`src/rtl/tec_pkg.sv`:
```
package tec_pkg;

    typedef enum logic [1:0] {
        MD_OFF = 2'b00,
        MD_EVT = 2'b01,
        MD_TMR = 2'b10,
        MD_PW  = 2'b11
    } tec_mode_e;

    typedef enum logic [1:0] {
        ST_STOPPED   = 2'b00,
        ST_COUNTING  = 2'b01,
        ST_ARMED     = 2'b10,
        ST_MEASURING = 2'b11
    } tec_state_e;

endpackage

```
`src/rtl/tec_sync.sv`:
```
module tec_sync #(
    parameter int STAGES = 2
) (
    input  logic clk,
    input  logic rst_n,
    input  logic async_i,
    output logic level_o,
    output logic rise_o,
    output logic fall_o
);
    localparam int LEN = STAGES + 1;

    logic [LEN-1:0] pipe_q;

    always_ff @(posedge clk or negedge rst_n) begin
        if (!rst_n) pipe_q <= '0;
        else        pipe_q <= {pipe_q[LEN-2:0], async_i};
    end

    assign level_o = pipe_q[STAGES-1];
    assign rise_o  = pipe_q[STAGES-1] & ~pipe_q[STAGES];
    assign fall_o  = ~pipe_q[STAGES-1] & pipe_q[STAGES];
endmodule

```
`src/rtl/tec_tick.sv`:
```
module tec_tick #(
    parameter int DIV = 4
) (
    input  logic clk,
    input  logic rst_n,
    output logic tick_o
);
    localparam int W = (DIV > 2) ? $clog2(DIV) : 1;
    localparam logic [W-1:0] LAST = W'(DIV - 1);

    logic [W-1:0] div_q;

    always_ff @(posedge clk or negedge rst_n) begin
        if (!rst_n)            div_q <= '0;
        else if (div_q == LAST) div_q <= '0;
        else                   div_q <= div_q + 1'b1;
    end

    assign tick_o = (div_q == LAST);
endmodule

```
`src/rtl/tmr_evt_counter.sv`:
```
module tmr_evt_counter #(
    parameter int WIDTH     = 8,
    parameter int TICK_DIV  = 4,
    parameter int SYNC_FLOPS = 2
) (
    input  logic             clk,
    input  logic             rst_n,
    input  logic             wr_en,
    input  logic             wr_sel,
    input  logic [WIDTH-1:0] wr_data,
    input  logic             ext_in,
    output logic [WIDTH-1:0] count_o,
    output logic [WIDTH-1:0] ctrl_o,
    output logic             ovf_o
);
    import tec_pkg::*;

    localparam logic [WIDTH-1:0] CNT_MAX = '1;

    tec_mode_e  mode_q;
    logic       run_q;
    logic       edge_q;
    tec_state_e state_q, state_d;
    logic [WIDTH-1:0] cnt_q, preload_q;
    logic       ovf_q;

    logic ext_lvl, ext_rise, ext_fall, tick;
    logic act_edge, ret_edge, go, pw, inc, clr_run;
    logic ctrl_wr, pre_wr;

    tec_sync #(.STAGES(SYNC_FLOPS)) u_sync (
        .clk(clk), .rst_n(rst_n), .async_i(ext_in),
        .level_o(ext_lvl), .rise_o(ext_rise), .fall_o(ext_fall)
    );

    tec_tick #(.DIV(TICK_DIV)) u_tick (
        .clk(clk), .rst_n(rst_n), .tick_o(tick)
    );

    assign ctrl_wr  = wr_en &  wr_sel;
    assign pre_wr   = wr_en & ~wr_sel;
    assign act_edge = edge_q ? ext_fall : ext_rise;
    assign ret_edge = edge_q ? ext_rise : ext_fall;
    assign go       = run_q && (mode_q != MD_OFF);
    assign pw       = (mode_q == MD_PW);

    // next-state logic
    always_comb begin
        state_d = state_q;
        unique case (state_q)
            ST_STOPPED:   if (go) state_d = pw ? ST_ARMED : ST_COUNTING;
            ST_COUNTING:  if (!go) state_d = ST_STOPPED;
                          else if (pw) state_d = ST_ARMED;
            ST_ARMED:     if (!go) state_d = ST_STOPPED;
                          else if (!pw) state_d = ST_COUNTING;
                          else if (act_edge) state_d = ST_MEASURING;
            ST_MEASURING: if (!go) state_d = ST_STOPPED;
                          else if (!pw) state_d = ST_COUNTING;
                          else if (ret_edge) state_d = ST_STOPPED;
            default:      state_d = ST_STOPPED;
        endcase
    end

    always_ff @(posedge clk or negedge rst_n) begin
        if (!rst_n) state_q <= ST_STOPPED;
        else        state_q <= state_d;
    end

    // output decode
    always_comb begin
        inc     = 1'b0;
        clr_run = 1'b0;
        unique case (state_q)
            ST_STOPPED:   inc = 1'b0;
            ST_COUNTING:  inc = ((mode_q == MD_EVT) && act_edge) ||
                                ((mode_q == MD_TMR) && tick);
            ST_ARMED:     inc = 1'b0;
            ST_MEASURING: begin
                inc     = go && pw && tick;
                clr_run = go && pw && ret_edge;
            end
            default:      inc = 1'b0;
        endcase
    end

    always_ff @(posedge clk or negedge rst_n) begin
        if (!rst_n) begin
            mode_q <= MD_OFF;
            run_q  <= 1'b0;
            edge_q <= 1'b0;
        end else if (ctrl_wr) begin
            mode_q <= tec_mode_e'(wr_data[7:6]);
            run_q  <= wr_data[4];
            edge_q <= wr_data[3];
        end else if (clr_run) begin
            run_q  <= 1'b0;
        end
    end

    always_ff @(posedge clk or negedge rst_n) begin
        if (!rst_n)      preload_q <= '0;
        else if (pre_wr) preload_q <= wr_data;
    end

    always_ff @(posedge clk or negedge rst_n) begin
        if (!rst_n) begin
            cnt_q <= '0;
            ovf_q <= 1'b0;
        end else if (inc && (cnt_q == CNT_MAX)) begin
            cnt_q <= preload_q;
            ovf_q <= 1'b1;
        end else if (inc) begin
            cnt_q <= cnt_q + 1'b1;
            ovf_q <= 1'b0;
        end else begin
            ovf_q <= 1'b0;
        end
    end

    assign count_o = cnt_q;
    assign ovf_o   = ovf_q;
    always_comb begin
        ctrl_o      = '0;
        ctrl_o[7:6] = mode_q;
        ctrl_o[4]   = run_q;
        ctrl_o[3]   = edge_q;
    end

    logic unused_lvl;
    assign unused_lvl = ext_lvl;
endmodule

```
`config.mk`:
```
export PLATFORM = sky130hd
export DESIGN_NAME = tmr_evt_counter
export DESIGN_NICKNAME = d
export VERILOG_FILES = /design/src/rtl/tec_pkg.sv /design/src/rtl/tec_sync.sv /design/src/rtl/tec_tick.sv /design/src/rtl/tmr_evt_counter.sv
export SDC_FILE = /design/constraint.sdc
export NUM_CORES = 1
export LEC_CHECK = 0
export ABC_CLOCK_PERIOD_IN_PS = 2700
export BUFFER_PORTS_ARGS = -buffer_cell sky130_fd_sc_hd__buf_2
export CORE_MARGIN = 4
export CORE_UTILIZATION = 42
export CTS_CLUSTER_SIZE = 14
export DETAILED_ROUTE_END_ITERATION = 8
export PLACE_DENSITY_LB_ADDON = 0.08
export SYNTH_ARGS = -nofsm -noshare
export SYNTH_HDL_FRONTEND = slang
export SYNTH_SLANG_ARGS = --single-unit
```
`constraint.sdc`:
```
create_clock -name clk -period 2.7 [get_ports clk]
set_input_delay 0 -clock clk [delete_from_list [all_inputs] [get_ports clk]]
set_output_delay 0 -clock clk [all_outputs]
set_load 0.01 [all_outputs]
```
==> impl_metrics.env, run 1 <==
export IMPL_clkTransAtPathRegs_ns=0.15
export IMPL_placed_cells=181
export IMPL_hold_class="input port to asynchronous set/reset pin"
export IMPL_crit_fanout=8
export IMPL_skew_ns=0.00135
export IMPL_drc=0
export IMPL_die_y_um=65.4
export IMPL_cts_setup_buffers=0
export IMPL_area_delta_synth_final_pct=20.3
export IMPL_ys_warn_count=0
export IMPL_wl_per_cell_um=14.4
export IMPL_cp_end_kind="register"
export IMPL_final_common_cell="dfrtp_1"
export IMPL_antenna_left=0
export IMPL_slew_headroom=0.508
export IMPL_worstMarginPinSlew_ns=0.737
export IMPL_r2r_end="count_o[4]"
export IMPL_tns_ns=0
export IMPL_grt_usage=0.148
export IMPL_cts_resized=0
export IMPL_pwr_density_cell_nw_per_um2=546
export IMPL_netlist_instances=117
export IMPL_timing_rr_start="edge_q"
export IMPL_final_min_clock_period_ns=2.05
export IMPL_pre_cts_slack_ns=0.649
export IMPL_r2r_cells=4
export IMPL_via_count=1055
export IMPL_ctsLongestPathBuffers=2
export IMPL_worstPathRequired_ns=2.93
export IMPL_cts_hold_buffers=12
export IMPL_drt_iter0_drc=45
export IMPL_status="complete, no violations"
export IMPL_cp_start_kind="register"
export IMPL_htree_levels=1
export IMPL_slew_viol_final=0
export IMPL_numCtsBuffers=3
export IMPL_grt_max_degree=29
export IMPL_synth_area_per_cell_um2=11.8
export IMPL_ioPinCount=30
export IMPL_vias_per_cell=5.38
export IMPL_design_power_total_mw=0.908
export IMPL_instances_no_fill=196
export IMPL_criticalPathCategory="register to register"
export IMPL_clk_latency_ns=0.33
export IMPL_synth_seq_area_share=0.507
export IMPL_num_rows=20
export IMPL_final_setup_worst_slack_ns=0.646
export IMPL_setup_viol=0
export IMPL_finalHoldViolations=0
export IMPL_drive_gt1_frac=0.296
export IMPL_mostFrequentLayoutCells="dfrtp_1, buf_2, mux2_2"
export IMPL_vdd_ir_drop_worst_mv=0.238
export IMPL_first_pass_iters=4
export IMPL_period_share=0.761
export IMPL_diodes=0
export IMPL_design_area_um2=1660
export IMPL_placed_area_um2=1520
export IMPL_grt_ovfl_total=0
export IMPL_die_width_um=65.4
export IMPL_r2r_slack_ns=0.65
export IMPL_cts_root_buf="clkbuf_4"
export IMPL_ys_types=40
export IMPL_grt_pass1_wl_um=4910
export IMPL_grt_setup_unrepaired="no"
export IMPL_max_freq_ghz=0.487
export IMPL_io_buffer_count=25
export IMPL_maxCapViolations=0
export IMPL_initial_core_util=0.446
export IMPL_place_congestion=0.775
export IMPL_leakagePower_nw=0.736
export IMPL_yosys_register_bits=28
export IMPL_grt_pass1_vias=1017
export IMPL_cts_tree="done"
export IMPL_clock_sinks=28
export IMPL_dp_hpwl_um=2070
export IMPL_antenna_found_initial=0
export IMPL_wirelength_um=2830
export IMPL_fin_nets=169
export IMPL_die_area_um2=4270
export IMPL_worstPathArrival_ns=2.29
export IMPL_fp_coreArea_um2=3100
export IMPL_syn_cell_area_um2=1380
kinds of logic (layout without fill, tap and decap cells):
logic type / count (synthesis) / after routing / share of synthesized area
and+or+nand+nor: 32 / 32 / 0.120
DFF: 28 / 28 / 0.507
AOI/OAI and AO/OA: 26 / 26 / 0.164
muxes: 18 / 18 / 0.144
buffers and inverters: 10 / 42 / 0.0443
adders and majority gates: 2 / 2 / 0.0181
other: 1 / 4 / 0.00271
metal layers:
metal  track usage  vias up  part of all wire
li1              -      510                 -
met3        0.0239        4             0.056
met1         0.207      511              0.48
met2         0.234       30              0.46
met5             0        -                 0
met4        0.0466        0             0.010
worst max-delay path: stages, from the launching register on:
cell       delay [ns]
dfrtp_1          0.44
or3b_4           0.43
a2111oi_4        0.58
o2111ai_1        0.17
mux2_1           0.33
power by group:
group	leakage, nW	internal [mW]	switching (mW)
registers	0.349	0.469	0.0620
logic	0.373	0.0995	0.100
clock network	0.0138	0.0525	0.126
stage by stage:
step,utilization,hold slack (ns)
4_1_cts,0.536,0.223
6_report,0.536,0.194
5_1_grt,0.536,0.240
2_1_floorplan,-,-0.296
3_3_place_gp,0.490,0.0545
3_5_place_dp,0.490,0.0564
synth_stat cells (all sizes together):
cell type	n	share of area
o21ai	5	0.018
o311ai	1	0.0063
a21o	1	0.0054
nand2b	1	0.0045
a31oi	1	0.0045
and3	2	0.0090
conb	1	0.0027
nor2b	1	0.0045
clkbuf	2	0.0063
mux2	15	0.12
a2111o	1	0.0081
nor2	4	0.011
a21oi	2	0.0072
nand4	3	0.014
or3b	1	0.0081
o2111ai	3	0.019
buf	6	0.033
o2111a	2	0.016
o2bb2ai	1	0.0063
nand3	4	0.014
o211ai	2	0.011
o21a	1	0.0054
and2	1	0.0045
a221oi	1	0.0063
ha	2	0.018
nand2	11	0.030
inv	2	0.0054
a2111oi	2	0.031
nand3b	1	0.0054
a32oi	1	0.0063
dfrtp	28	0.51
or2b	1	0.0054
o221ai	1	0.0063
and4	1	0.0063
mux2i	3	0.022
o32ai	1	0.0063
nor3	1	0.0036
state kept, by name, indices dropped and copies added, names as in the netlist:
| name | count |
|---|---|
| u_sync.pipe_q | 3 |
| mode_q | 2 |
| run_q | 1 |
| preload_q | 8 |
| u_tick.div_q | 2 |
| state_q | 2 |
| edge_q | 1 |
| ovf_o | 1 |
| count_o | 8 |
how the worst max path moves through the flow:
stage                start         end  slack (ns)  cells past startpoint
detailed placement  edge_q  count_o[4]        0.65                      4
finish              edge_q  count_o[4]        0.65                      4
global route        edge_q  count_o[4]        0.54                      4
floorplan           edge_q  count_o[4]        0.80                      4
global placement    edge_q  count_o[4]        0.68                      4
CTS                 edge_q  count_o[4]        0.64                      4
cell type report:
cell class / count / area, um^2
Timing Repair Buffer: 37 / 245
Inverter: 2 / 7.51
Clock buffer: 3 / 22.5
Fill cell: 295 / 1440
Tap cell: 44 / 55.1
Sequential cell: 28 / 701
Multi-Input combinational cell: 82 / 632
Power figures use the tool's default switching activity.
==> run 2, diff against run 1 <==
--- a/config.mk
+++ b/config.mk
@@ -5,7 +5,7 @@
 export SDC_FILE = /design/constraint.sdc
 export NUM_CORES = 1
 export LEC_CHECK = 0
-export ABC_CLOCK_PERIOD_IN_PS = 2700
+export ABC_CLOCK_PERIOD_IN_PS = 1650
 export BUFFER_PORTS_ARGS = -buffer_cell sky130_fd_sc_hd__buf_2
 export CORE_MARGIN = 4
 export CORE_UTILIZATION = 42
==> constraint.sdc (replaced) <==
create_clock -name clk -period 1.65 [get_ports clk]
set_input_delay 0 -clock clk [delete_from_list [all_inputs] [get_ports clk]]
set_output_delay 0 -clock clk [all_outputs]
set_load 0.01 [all_outputs]
==> run 2 against run 1 <==
  * The run now ends with setup timing left
  * Critical endpoint unchanged
  * Cell count is 8.7% higher
  * Largest cell class unchanged
  * Critical path type unchanged
  * First-iteration DRC count is 13% lower
  * Register-to-register slack got worse by 0.88 ns
  * Cell area up 10%
  * Combinational power is 110% higher
  * Sequential power grew 59%
  * Setup slack got worse by 0.88 ns
==> impl_metrics.env, run 2 (synthesis results as in run 1) <==
export IMPL_status="finished with violations"
export IMPL_violations="setup timing"
export IMPL_clock_sinks=28
export IMPL_via_count=1133
export IMPL_grt_ovfl_total=0
export IMPL_io_buffer_count=25
export IMPL_cp_cell_sequence="or3b_4, a2111oi_4, buf_4, o2111ai_2, mux2_4"
export IMPL_grt_busiest_layer="met2"
export IMPL_wl_per_cell_um=14.2
export IMPL_instances_no_fill=213
export IMPL_finalHoldViolations=0
export IMPL_initial_core_util=0.446
export IMPL_placed_cells=196
export IMPL_die_width_um=65.4
export IMPL_worstPathArrival_ns=2.12
export IMPL_grt_setup_unrepaired="yes"
export IMPL_fin_nets=186
export IMPL_worstPathRequired_ns=1.88
export IMPL_grt_max_degree=29
export IMPL_first_pass_iters=4
export IMPL_drc=0
export IMPL_ioPinCount=30
export IMPL_setup_viol=9
export IMPL_vdd_ir_drop_worst_mv=0.406
export IMPL_grt_use_met3=0.0291
export IMPL_antenna_left=0
export IMPL_design_power_total_mw=1.54
export IMPL_leakagePower_nw=0.822
export IMPL_crit_family="compound AO/OA/AOI/OAI gates"
export IMPL_cpMaxStageDelayCell="or3b_4"
export IMPL_grt_pass1_wl_um=5400
export IMPL_drive_gt1_frac=0.396
export IMPL_period_share=1.14
export IMPL_place_congestion=0.810
export IMPL_drt_iter0_drc=39
export IMPL_slew_headroom=0.584
export IMPL_dp_hpwl_um=2260
export IMPL_final_min_clock_period_ns=1.89
export IMPL_num_rows=20
export IMPL_clk_latency_ns=0.33
export IMPL_mostFrequentLayoutCells="dfrtp_1, buf_2, buf_4"
export IMPL_worstMarginPinSlew_ns=0.624
export IMPL_skew_ns=0.00407
export IMPL_max_freq_ghz=0.529
export IMPL_die_y_um=65.4
export IMPL_ctsLongestPathBuffers=2
export IMPL_vias_per_cell=5.32
export IMPL_final_common_cell="dfrtp_1"
export IMPL_maxCapViolations=0
export IMPL_final_setup_worst_slack_ns=-0.239
export IMPL_numCtsBuffers=3
export IMPL_pwr_density_cell_nw_per_um2=841
export IMPL_crit_fanout=6
export IMPL_diodes=0
export IMPL_antenna_found_initial=0
export IMPL_htree_levels=1
export IMPL_criticalPathCategory="register to register"
export IMPL_cts_tree="done"
export IMPL_die_area_um2=4270
export IMPL_slew_viol_final=0
export IMPL_worst_path_buf_inv=1
export IMPL_grtUsageMet1=0.214
export IMPL_wirelength_um=3020
export IMPL_area_delta_synth_final_pct=32.8
export IMPL_cp_start_kind="register"
export IMPL_grt_util_met2=0.264
export IMPL_cp_end_kind="register"
export IMPL_grt_pass1_vias=1186
export IMPL_fp_coreArea_um2=3100
export IMPL_clkTransAtPathRegs_ns=0.14
export IMPL_max_stage_delay_ns=0.43
export IMPL_cts_root_buf="clkbuf_4"
export IMPL_hold_class="input port to register"
export IMPL_grt_usage=0.163
-- run 2: final timing paths --
path	to	slack, ns	startpoint	depth (start not counted)
setup / recovery	count_o[4]	-0.24	edge_q	5
hold / removal	run_q	0.15	wr_en	4
setup reg to reg	count_o[4]	-0.24	edge_q	5
hold reg to reg	u_sync.pipe_q[1]	0.36	u_sync.pipe_q[0]	0
max in group asynchronous	mode_q[1]	1.05	rst_n	2
min in group asynchronous	preload_q[0]	0.20	rst_n	2
-- run 2: per-stage QoR --
stage	util	setup WS (ns)	hold WS, ns	setup TNS [ns]	cell area, um^2
6_report	0.592	-0.239	0.154	-1.29	1840
5_1_grt	0.592	-0.278	0.177	-1.90	1840
4_1_cts	0.585	-0.234	0.151	-1.42	1810
3_5_place_dp	0.528	-0.224	0.0500	-1.52	1640
3_3_place_gp	0.528	-0.180	0.0496	-1.16	1640
2_1_floorplan	-	-0.192	-0.296	-0.753	1400
-- run 2: layout make-up --
type | count | area (um^2)
Timing Repair Buffer | 54 | 380
Inverter | 2 | 7.51
Multi-Input combinational cell | 82 | 669
Clock buffer | 3 | 22.5
Sequential cell | 28 | 701
Tap cell | 44 | 55.1
Fill cell | 294 | 1270
-- run 2: layer usage --
| metal | vias up | wire length [um] | share of wire |
|---|---|---|---|
| met3 | 5 | 148 | 0.049 |
| li1 | 544 | - | - |
| met5 | - | 0 | 0 |
| met2 | 30 | 1410 | 0.47 |
| met4 | 0 | 48 | 0.016 |
| met1 | 554 | 1410 | 0.47 |
-- run 2: repair_timing --
action,CTS,global route
pin swaps,6,3
buffers inserted,2,0
hold buffers,12,0
endpoints found under the setup margin,10,9
endpoints found under the hold margin,41,0
resized for setup,6,3
-- run 2: power breakdown --
part           total [mW]  switching [mW]  internal (mW)
clock network       0.275           0.189         0.0859
logic               0.423           0.210          0.214
registers           0.845          0.0781          0.767
total                1.54           0.477           1.07
-- run 2: tightest hold or removal path: cells and delay by family --
kind / cells / cell delay, ns
compound gates: 1 / 0.16
simple gates: 2 / 0.20
buf+inv: 1 / 0.09
